$ cat src/rtl/dcw_pkg.sv
`timescale 1ns/1ps
package dcw_pkg;

   localparam int ATTR_W = 16;

   // attribute bit positions; the action pair is decoded as {ACT2, ACT1}
   localparam int A_VLD     = 0;
   localparam int A_END     = 1;
   localparam int A_INT     = 2;
   localparam int A_ZERO    = 3;
   localparam int A_ACT1    = 4;
   localparam int A_ACT2    = 5;
   localparam int A_RSVD_LO = 6;

   typedef enum logic [1:0] {
      ACT_NOP  = 2'b00,
      ACT_RSVD = 2'b01,
      ACT_XFER = 2'b10,
      ACT_LINK = 2'b11
   } dcw_act_e;

   typedef enum logic [2:0] {
      S_IDLE,
      S_FETCH,
      S_WAIT,
      S_DECODE,
      S_ISSUE,
      S_MOVE
   } dcw_state_e;

   typedef struct packed {
      logic     last;
      logic     intr;
      dcw_act_e act;
   } dcw_attr_t;

   localparam logic [1:0] ERRST_NONE = 2'b00;
   localparam logic [1:0] ERRST_DESC = 2'b01;
   localparam logic [1:0] ERRST_LEN  = 2'b10;

endpackage

$ cat src/rtl/dcw_decode.sv
`timescale 1ns/1ps
module dcw_decode import dcw_pkg::*; #(
   parameter int ADDR_W     = 32,
   parameter int LEN_W      = 16,
   parameter int ALIGN_LOG2 = 2,
   parameter bit CHECK_RSVD = 1'b1,
   localparam int DESC_W    = ADDR_W + LEN_W + ATTR_W
) (
   input  logic [DESC_W-1:0] desc_i,
   output dcw_attr_t         attr_o,
   output logic [ADDR_W-1:0] addr_o,
   output logic [LEN_W:0]    len_o,
   output logic              bad_o
);

   logic [ATTR_W-1:0] attr_f;
   logic [LEN_W-1:0]  len_f;
   logic              rsvd_bad;
   logic              addr_mis;
   logic              len_mis;
   logic              vld;

   assign attr_f = desc_i[ATTR_W-1:0];
   assign len_f  = desc_i[ATTR_W +: LEN_W];
   assign addr_o = desc_i[ATTR_W+LEN_W +: ADDR_W];
   assign vld    = attr_f[A_VLD];

   assign attr_o.last = attr_f[A_END];
   assign attr_o.intr = attr_f[A_INT];
   assign attr_o.act  = dcw_act_e'(attr_f[A_ACT2:A_ACT1]);

   // zero length field encodes the full 2**LEN_W bytes
   assign len_o = (len_f == '0) ? {1'b1, {LEN_W{1'b0}}} : {1'b0, len_f};

   generate
      if (CHECK_RSVD) begin : g_rsvd_chk
         assign rsvd_bad = attr_f[A_ZERO] | (|attr_f[ATTR_W-1:A_RSVD_LO]);
      end else begin : g_rsvd_off
         assign rsvd_bad = 1'b0;
      end

      if (ALIGN_LOG2 > 0) begin : g_align_chk
         assign addr_mis = |addr_o[ALIGN_LOG2-1:0];
         assign len_mis  = |len_f[ALIGN_LOG2-1:0];
      end else begin : g_align_off
         assign addr_mis = 1'b0;
         assign len_mis  = 1'b0;
      end
   endgenerate

   always_comb begin
      bad_o = ~vld | rsvd_bad;
      if (attr_o.act == ACT_XFER) bad_o = bad_o | addr_mis | len_mis;
      if (attr_o.act == ACT_LINK) bad_o = bad_o | addr_mis;
   end

endmodule

$ cat src/rtl/dcw_len_acc.sv
`timescale 1ns/1ps
module dcw_len_acc #(
   parameter int CNT_W = 32,
   parameter int LEN_W = 16
) (
   input  logic             clk,
   input  logic             rst_n,
   input  logic             clr_i,
   input  logic [CNT_W-1:0] expect_i,
   input  logic             add_i,
   input  logic [LEN_W:0]   len_i,
   output logic             mismatch_o
);

   logic [CNT_W-1:0] total_q;
   logic [CNT_W-1:0] expect_q;

   always_ff @(posedge clk) begin
      if (!rst_n) begin
         total_q  <= '0;
         expect_q <= '0;
      end else if (clr_i) begin
         total_q  <= '0;
         expect_q <= expect_i;
      end else if (add_i) begin
         total_q  <= total_q + CNT_W'(len_i);
      end
   end

   assign mismatch_o = (total_q != expect_q);

endmodule

$ cat src/rtl/desc_chain_walker.sv
`timescale 1ns/1ps
module desc_chain_walker import dcw_pkg::*; #(
   parameter int ADDR_W     = 32,
   parameter int LEN_W      = 16,
   parameter int CNT_W      = 32,
   parameter int ALIGN_LOG2 = 2,
   parameter bit CHECK_RSVD = 1'b1,
   localparam int DESC_W    = ADDR_W + LEN_W + ATTR_W
) (
   input  logic              clk,
   input  logic              rst_n,
   input  logic              start_i,
   input  logic [ADDR_W-1:0] base_addr_i,
   input  logic [CNT_W-1:0]  expect_bytes_i,
   output logic              rd_req_o,
   output logic [ADDR_W-1:0] rd_addr_o,
   input  logic              rd_ready_i,
   input  logic              rd_rvalid_i,
   input  logic [DESC_W-1:0] rd_rdata_i,
   output logic              cmd_valid_o,
   input  logic              cmd_ready_i,
   output logic [ADDR_W-1:0] cmd_addr_o,
   output logic [LEN_W:0]    cmd_len_o,
   input  logic              mv_done_i,
   output logic              busy_o,
   output logic              done_o,
   output logic              irq_o,
   output logic              err_desc_o,
   output logic              err_len_o,
   output logic [1:0]        err_state_o
);

   localparam int                STEP       = DESC_W / 8;
   localparam logic [ADDR_W-1:0] ALIGN_MASK = ADDR_W'((1 << ALIGN_LOG2) - 1);

   generate
      if ((DESC_W % 8) != 0) begin : g_bad_desc_w
         $error("descriptor width must be a whole number of bytes");
      end
      if (LEN_W <= ALIGN_LOG2) begin : g_bad_len_w
         $error("length field too narrow for the alignment");
      end
      if (CNT_W <= LEN_W) begin : g_bad_cnt_w
         $error("byte counter must be wider than one length field");
      end
   endgenerate

   dcw_state_e        state_q;
   logic [ADDR_W-1:0] cur_q;
   logic [DESC_W-1:0] desc_q;
   logic              done_q, irq_q, errd_q, errl_q;
   logic [1:0]        errst_q;

   dcw_attr_t         d_attr;
   logic [ADDR_W-1:0] d_addr;
   logic [LEN_W:0]    d_len;
   logic              d_bad;
   logic              len_mis;
   logic              acc_clr, acc_add;
   logic [ADDR_W-1:0] seq_addr;

   dcw_decode #(
      .ADDR_W     (ADDR_W),
      .LEN_W      (LEN_W),
      .ALIGN_LOG2 (ALIGN_LOG2),
      .CHECK_RSVD (CHECK_RSVD)
   ) u_decode (
      .desc_i (desc_q),
      .attr_o (d_attr),
      .addr_o (d_addr),
      .len_o  (d_len),
      .bad_o  (d_bad)
   );

   assign acc_clr = (state_q == S_IDLE) && start_i;
   assign acc_add = (state_q == S_DECODE) && !d_bad && (d_attr.act == ACT_XFER);

   dcw_len_acc #(
      .CNT_W (CNT_W),
      .LEN_W (LEN_W)
   ) u_len_acc (
      .clk        (clk),
      .rst_n      (rst_n),
      .clr_i      (acc_clr),
      .expect_i   (expect_bytes_i),
      .add_i      (acc_add),
      .len_i      (d_len),
      .mismatch_o (len_mis)
   );

   assign seq_addr = cur_q + ADDR_W'(STEP);

   always_ff @(posedge clk) begin
      if (!rst_n) begin
         state_q <= S_IDLE;
         cur_q   <= '0;
         desc_q  <= '0;
         done_q  <= 1'b0;
         irq_q   <= 1'b0;
         errd_q  <= 1'b0;
         errl_q  <= 1'b0;
         errst_q <= ERRST_NONE;
      end else begin
         done_q <= 1'b0;
         irq_q  <= 1'b0;
         case (state_q)
            S_IDLE: begin
               if (start_i) begin
                  cur_q   <= base_addr_i;
                  errd_q  <= 1'b0;
                  errl_q  <= 1'b0;
                  errst_q <= ERRST_NONE;
                  state_q <= S_FETCH;
               end
            end
            S_FETCH: begin
               if (rd_ready_i) state_q <= S_WAIT;
            end
            S_WAIT: begin
               if (rd_rvalid_i) begin
                  desc_q  <= rd_rdata_i;
                  state_q <= S_DECODE;
               end
            end
            S_DECODE: begin
               if (d_bad) begin
                  errd_q  <= 1'b1;
                  errst_q <= ERRST_DESC;
                  done_q  <= 1'b1;
                  state_q <= S_IDLE;
               end else if (d_attr.act == ACT_XFER) begin
                  state_q <= S_ISSUE;
               end else if (d_attr.last) begin
                  done_q  <= 1'b1;
                  state_q <= S_IDLE;
                  if (len_mis) begin
                     errl_q  <= 1'b1;
                     errst_q <= ERRST_LEN;
                  end
               end else begin
                  cur_q   <= (d_attr.act == ACT_LINK) ? d_addr : seq_addr;
                  state_q <= S_FETCH;
               end
            end
            S_ISSUE: begin
               if (cmd_ready_i) state_q <= S_MOVE;
            end
            S_MOVE: begin
               if (mv_done_i) begin
                  irq_q <= d_attr.intr;
                  if (d_attr.last) begin
                     done_q  <= 1'b1;
                     state_q <= S_IDLE;
                     if (len_mis) begin
                        errl_q  <= 1'b1;
                        errst_q <= ERRST_LEN;
                     end
                  end else begin
                     cur_q   <= seq_addr;
                     state_q <= S_FETCH;
                  end
               end
            end
            default: state_q <= S_IDLE;
         endcase
      end
   end

   assign rd_req_o    = (state_q == S_FETCH);
   assign rd_addr_o   = cur_q;
   assign cmd_valid_o = (state_q == S_ISSUE);
   assign cmd_addr_o  = d_addr;
   assign cmd_len_o   = d_len;
   assign busy_o      = (state_q != S_IDLE);
   assign done_o      = done_q;
   assign irq_o       = irq_q;
   assign err_desc_o  = errd_q;
   assign err_len_o   = errl_q;
   assign err_state_o = errst_q;

   // ---------------- assertions ----------------
   assert_reset_quiet_R1: assert property (@(posedge clk)
      !rst_n |=> !busy_o && !done_o && !irq_o && !err_desc_o && !err_len_o);

   assert_fetch_hold_R2: assert property (@(posedge clk) disable iff (!rst_n)
      rd_req_o && !rd_ready_i |=> rd_req_o && $stable(rd_addr_o));

   assert_cmd_hold_R3: assert property (@(posedge clk) disable iff (!rst_n)
      cmd_valid_o && !cmd_ready_i |=> cmd_valid_o && $stable(cmd_addr_o) && $stable(cmd_len_o));

   assert_done_pulse_R6: assert property (@(posedge clk) disable iff (!rst_n)
      done_o |=> !done_o);

   assert_done_idle_R6: assert property (@(posedge clk) disable iff (!rst_n)
      done_o |-> !busy_o);

   assert_irq_pulse_R7: assert property (@(posedge clk) disable iff (!rst_n)
      irq_o |=> !irq_o);

   assert_irq_after_move_R7: assert property (@(posedge clk) disable iff (!rst_n)
      irq_o |-> $past(mv_done_i));

   assert_cmd_aligned_R9: assert property (@(posedge clk) disable iff (!rst_n)
      cmd_valid_o |-> ((cmd_addr_o & ALIGN_MASK) == '0) && (cmd_len_o[ALIGN_LOG2-1:0] == '0));

   assert_no_cmd_on_err_R8: assert property (@(posedge clk) disable iff (!rst_n)
      err_desc_o |-> !cmd_valid_o);

   assert_err_exclusive_R11: assert property (@(posedge clk) disable iff (!rst_n)
      !(err_desc_o && err_len_o));

   assert_flags_hold_R12: assert property (@(posedge clk) disable iff (!rst_n)
      !busy_o && !start_i |=> $stable(err_desc_o) && $stable(err_len_o) && $stable(err_state_o));

endmodule

$ cat config.mk
export PLATFORM = sky130hd
export DESIGN_NAME = desc_chain_walker
export DESIGN_NICKNAME = d
export VERILOG_FILES = /design/src/rtl/dcw_pkg.sv /design/src/rtl/dcw_decode.sv /design/src/rtl/dcw_len_acc.sv /design/src/rtl/desc_chain_walker.sv
export SDC_FILE = /design/constraint.sdc
export NUM_CORES = 1
export LEC_CHECK = 0
export ABC_CLOCK_PERIOD_IN_PS = 3500
export BUFFER_PORTS_ARGS = -buffer_cell sky130_fd_sc_hd__buf_2
export CORE_UTILIZATION = 53
export DETAILED_ROUTE_END_ITERATION = 10
export GPL_TIMING_DRIVEN = 0
export PLACE_DENSITY = 0.8
export SETUP_SLACK_MARGIN = 0.05
export SYNTH_ARGS = -nofsm -noshare
export SYNTH_HDL_FRONTEND = slang
export SYNTH_SLANG_ARGS = --single-unit
$ cat constraint.sdc
create_clock -name clk -period 3.5 [get_ports clk]
set_input_delay 0.525 -clock clk [delete_from_list [all_inputs] [get_ports clk]]
set_output_delay 0.525 -clock clk [all_outputs]
set_load 0.01 [all_outputs]
==> impl_results.md <==
- Clock Sinks: 169
- Power density cells: 492 nW/µm²
- CP Launch Type: flop
- GRT Total Usage: 0.308
- TNS Setup: 0 ps
- IO buf count: approximately 220
- Main synth FF type: dfxtp_1
- Fmax: 318 MHz
- Delay-heaviest family, CP: compound AO/OA/AOI/OAI gates
- Chip height: 132 µm
- Crit Reg-Reg Endpoint: u_len_acc.total_q[24]$_SDFFE_PP0P_
- Max cap viols: 0
- YS warnings: 0
- Worst setup path start: desc_q[16]$_SDFFE_PN0P_
- EDFF count, synth: 0
- Clk_lat worst skew: ~430 ps
- Area post-placement: 10,400 µm²
- Initial antenna violation count: 2
- DR pass1 iterations: 7
- Syn Area/Cell: 8.02 µm²
- CTS Root Cell: clkbuf_16
- Multi-input gate area: 5010 µm²
- Setup bufs post-CTS: 0
- Synth top area share: 0.376
- Worst Hold Class: in2reg
- First-pass GRT wire length: between 40,000 and 50,000 µm
- Cell variety after synth: 74
- Htree depth: 4
- # hold bufs at CTS: 0
- CP Depth: 10
- Initial core utilization: 0.543
- Largest net degree at the start of global routing: 17
- Final period util: 0.898
- Largest cells by area after synthesis: dfxtp_1, nand2_1, a21boi_0
- WP data arrival: 3440 ps
- Crit-path cells: clkbuf_1 > ha_1 > fa_1 > a211oi_1 > o21ai_0 > and4_1 > a211oi_2 > nor3_1 > xnor2_1 > nor2_1
- FF-to-FF path depth: 10
- Setup violators final: 0
- Layout area overhead: 22.2%
- Resized Gates After CTS: 0
- Gpl congestion: 0.931
- Layout cells sized above 1: 0.230
- Max_slew headroom: 0.0704
- Antenna-violating nets left: 0
- Vias: 8,967
- Area leader, netlist: dfxtp_1
- Post-synthesis sequential area ratio: 0.376
- Most frequent cells in the layout: nand2_1, buf_2, dfxtp_1, a21boi_0, clkbuf_1
- TritonCTS clock tree: yes
- I/O pin count: about 230
- 1st-iter DRT viols: approximately 710
- Status: complete, no violations
- DR vias/cell: roughly 5.6
- Flop2flop setup slack: about 360 ps
- CP endpoint: u_len_acc.total_q[24]$_SDFFE_PP0P_
- Leakage power: approximately 0.0045 µW
- Post-DP HPWL: 20,400 µm
- Layout fillers: between 1,000 and 1,500
- Reg2reg start: desc_q[16]$_SDFFE_PN0P_
- WL final: ~27,000 µm
- Number of global-route vias before repair: around 8,300
- Setup repair after global routing missed its margin: false
- GRT Residual Overflow: 0
- Critical Path RT: 3800 ps
- Worst-margin pin slew: 1380 ps
- FFs w/ async S/R, synth: 0
- Most common cell after layout, fill and taps aside: nand2_1
- Die area: 17,500 µm²
- Maximum root-to-sink buffer count: 2
- Critical path type: reg2reg
- Top fanout value on the critical path: 7
- Hold Violations, Final: 0
- Mapped Nets: roughly 1,300
- Fin Clk Skew: roughly 9 ps
- Core ar.: around 17,000 µm²
- Setup crit end kind: flop
- Final instance area: 11,000 µm²
- Slowest-stage cell, CP: a211oi_2
- Routed length per placed instance: 16.9 µm
- Hold depth: 3
- Post-Synthesis Cells: 1,122
- Peak supply drop: 0.000405 V
- Final min period: 3140 ps
- CP bufs+invs: 1
- Reg clk slew, reported paths: 70 ps
- Synthesis-stage register bit count: 169
- Cell Area, Synth: 9000 µm²
- CTS Buf Count: 17
- Row cnt: 47
- Max Slew Vio Count: 0
- Layout net count: 1,519
- Die width: 132 µm
- Max incr delay on CP: around 690 ps
- Register area: 3380 µm²
- Post-route DRC violation count: 0
## cell families (layout without fill, tap and decap cells)
group | after synthesis | after routing | synth area share
simple gates | 446 | 446 | 0.234
compound gates | 308 | 308 | 0.238
flops | 169 | 169 | 0.376
buf+inv | 121 | 375 | 0.0672
xor+xnor | 58 | 58 | 0.0565
fa+ha+maj | 19 | 19 | 0.0273
mux | 1 | 1 | 0.00111
other cells | 0 | 2 | 0
## per-layer routing
layer  up-vias  wire length, µm  GRT usage
met4         0             1050      0.150
met3        66             2440     0.0604
met2       431            11900      0.474
met1      4069            11600      0.413
li1       4401                -          -
met5         -                0          0
## sequential cells by signal, indices dropped and copies added (netlist names)
name and count:
desc_q 64, rd_addr_o 32, u_len_acc.expect_q 32, u_len_acc.total_q 32, state_q 3, err_state_o 2
done_o 1, err_desc_o 1, err_len_o 1, irq_o 1
## synthesized netlist by cell type (18+ instances only)
cell type	count
o21ai_0	48
nor2_1	49
ha_1	18
clkbuf_1	67
a21oi_1	48
buf_4	36
dfxtp_1	169
nand3_1	23
nand2_1	259
a21boi_0	105
xnor2_1	56
## stage by stage
stage	cells	total power, µW	hold slack (ps)	setup slack, ps	util
final	1598	5410	334	358	0.663
after global placement	1566	3490	430	448	0.627
after floorplan	1122	3040	414	847	-
after detailed placement	1566	3520	435	421	0.627
after global routing	1598	5640	345	99.4	0.663
after CTS	1596	5410	334	378	0.663
## how the worst min path moves through the flow
stage / from / endpoint
floorplan: desc_q[2]$_SDFFE_PN0P_ / irq_o$_SDFF_PN0_
global placement: err_state_o[1]$_SDFFE_PN0P_ / err_state_o[1]$_SDFFE_PN0P_
detailed placement: err_state_o[1]$_SDFFE_PN0P_ / err_state_o[1]$_SDFFE_PN0P_
CTS: rd_rdata_i[26] / desc_q[26]$_SDFFE_PN0P_
global route: rd_rdata_i[26] / desc_q[26]$_SDFFE_PN0P_
finish: rd_rdata_i[52] / desc_q[52]$_SDFFE_PN0P_
## power breakdown
part	switching (µW)	internal, µW
registers	169	2090
clock network	752	1160
logic	745	496
total	1670	3750
## layout make-up
| class | count | share of cell area |
|---|---|---|
| diodes | 2 | 0.000455 |
| plain buffers | 113 | 0.0522 |
| clock buffers | 24 | 0.0465 |
| clock inverters | 6 | 0.00796 |
| inverters | 8 | 0.00273 |
| multi-input cells | 832 | 0.456 |
| flip-flops and latches | 169 | 0.308 |
| well taps | 220 | 0.0250 |
| repair buffers | 224 | 0.102 |
## worst register-to-register path, stage by stage, from the launching register on
cell,delay [ps]
dfxtp_1,340
clkbuf_1,140
ha_1,220
fa_1,430
a211oi_1,310
o21ai_0,200
and4_1,260
a211oi_2,690
nor3_1,180
xnor2_1,180
nor2_1,50
Note: power is estimated with default switching activity, not from simulation.
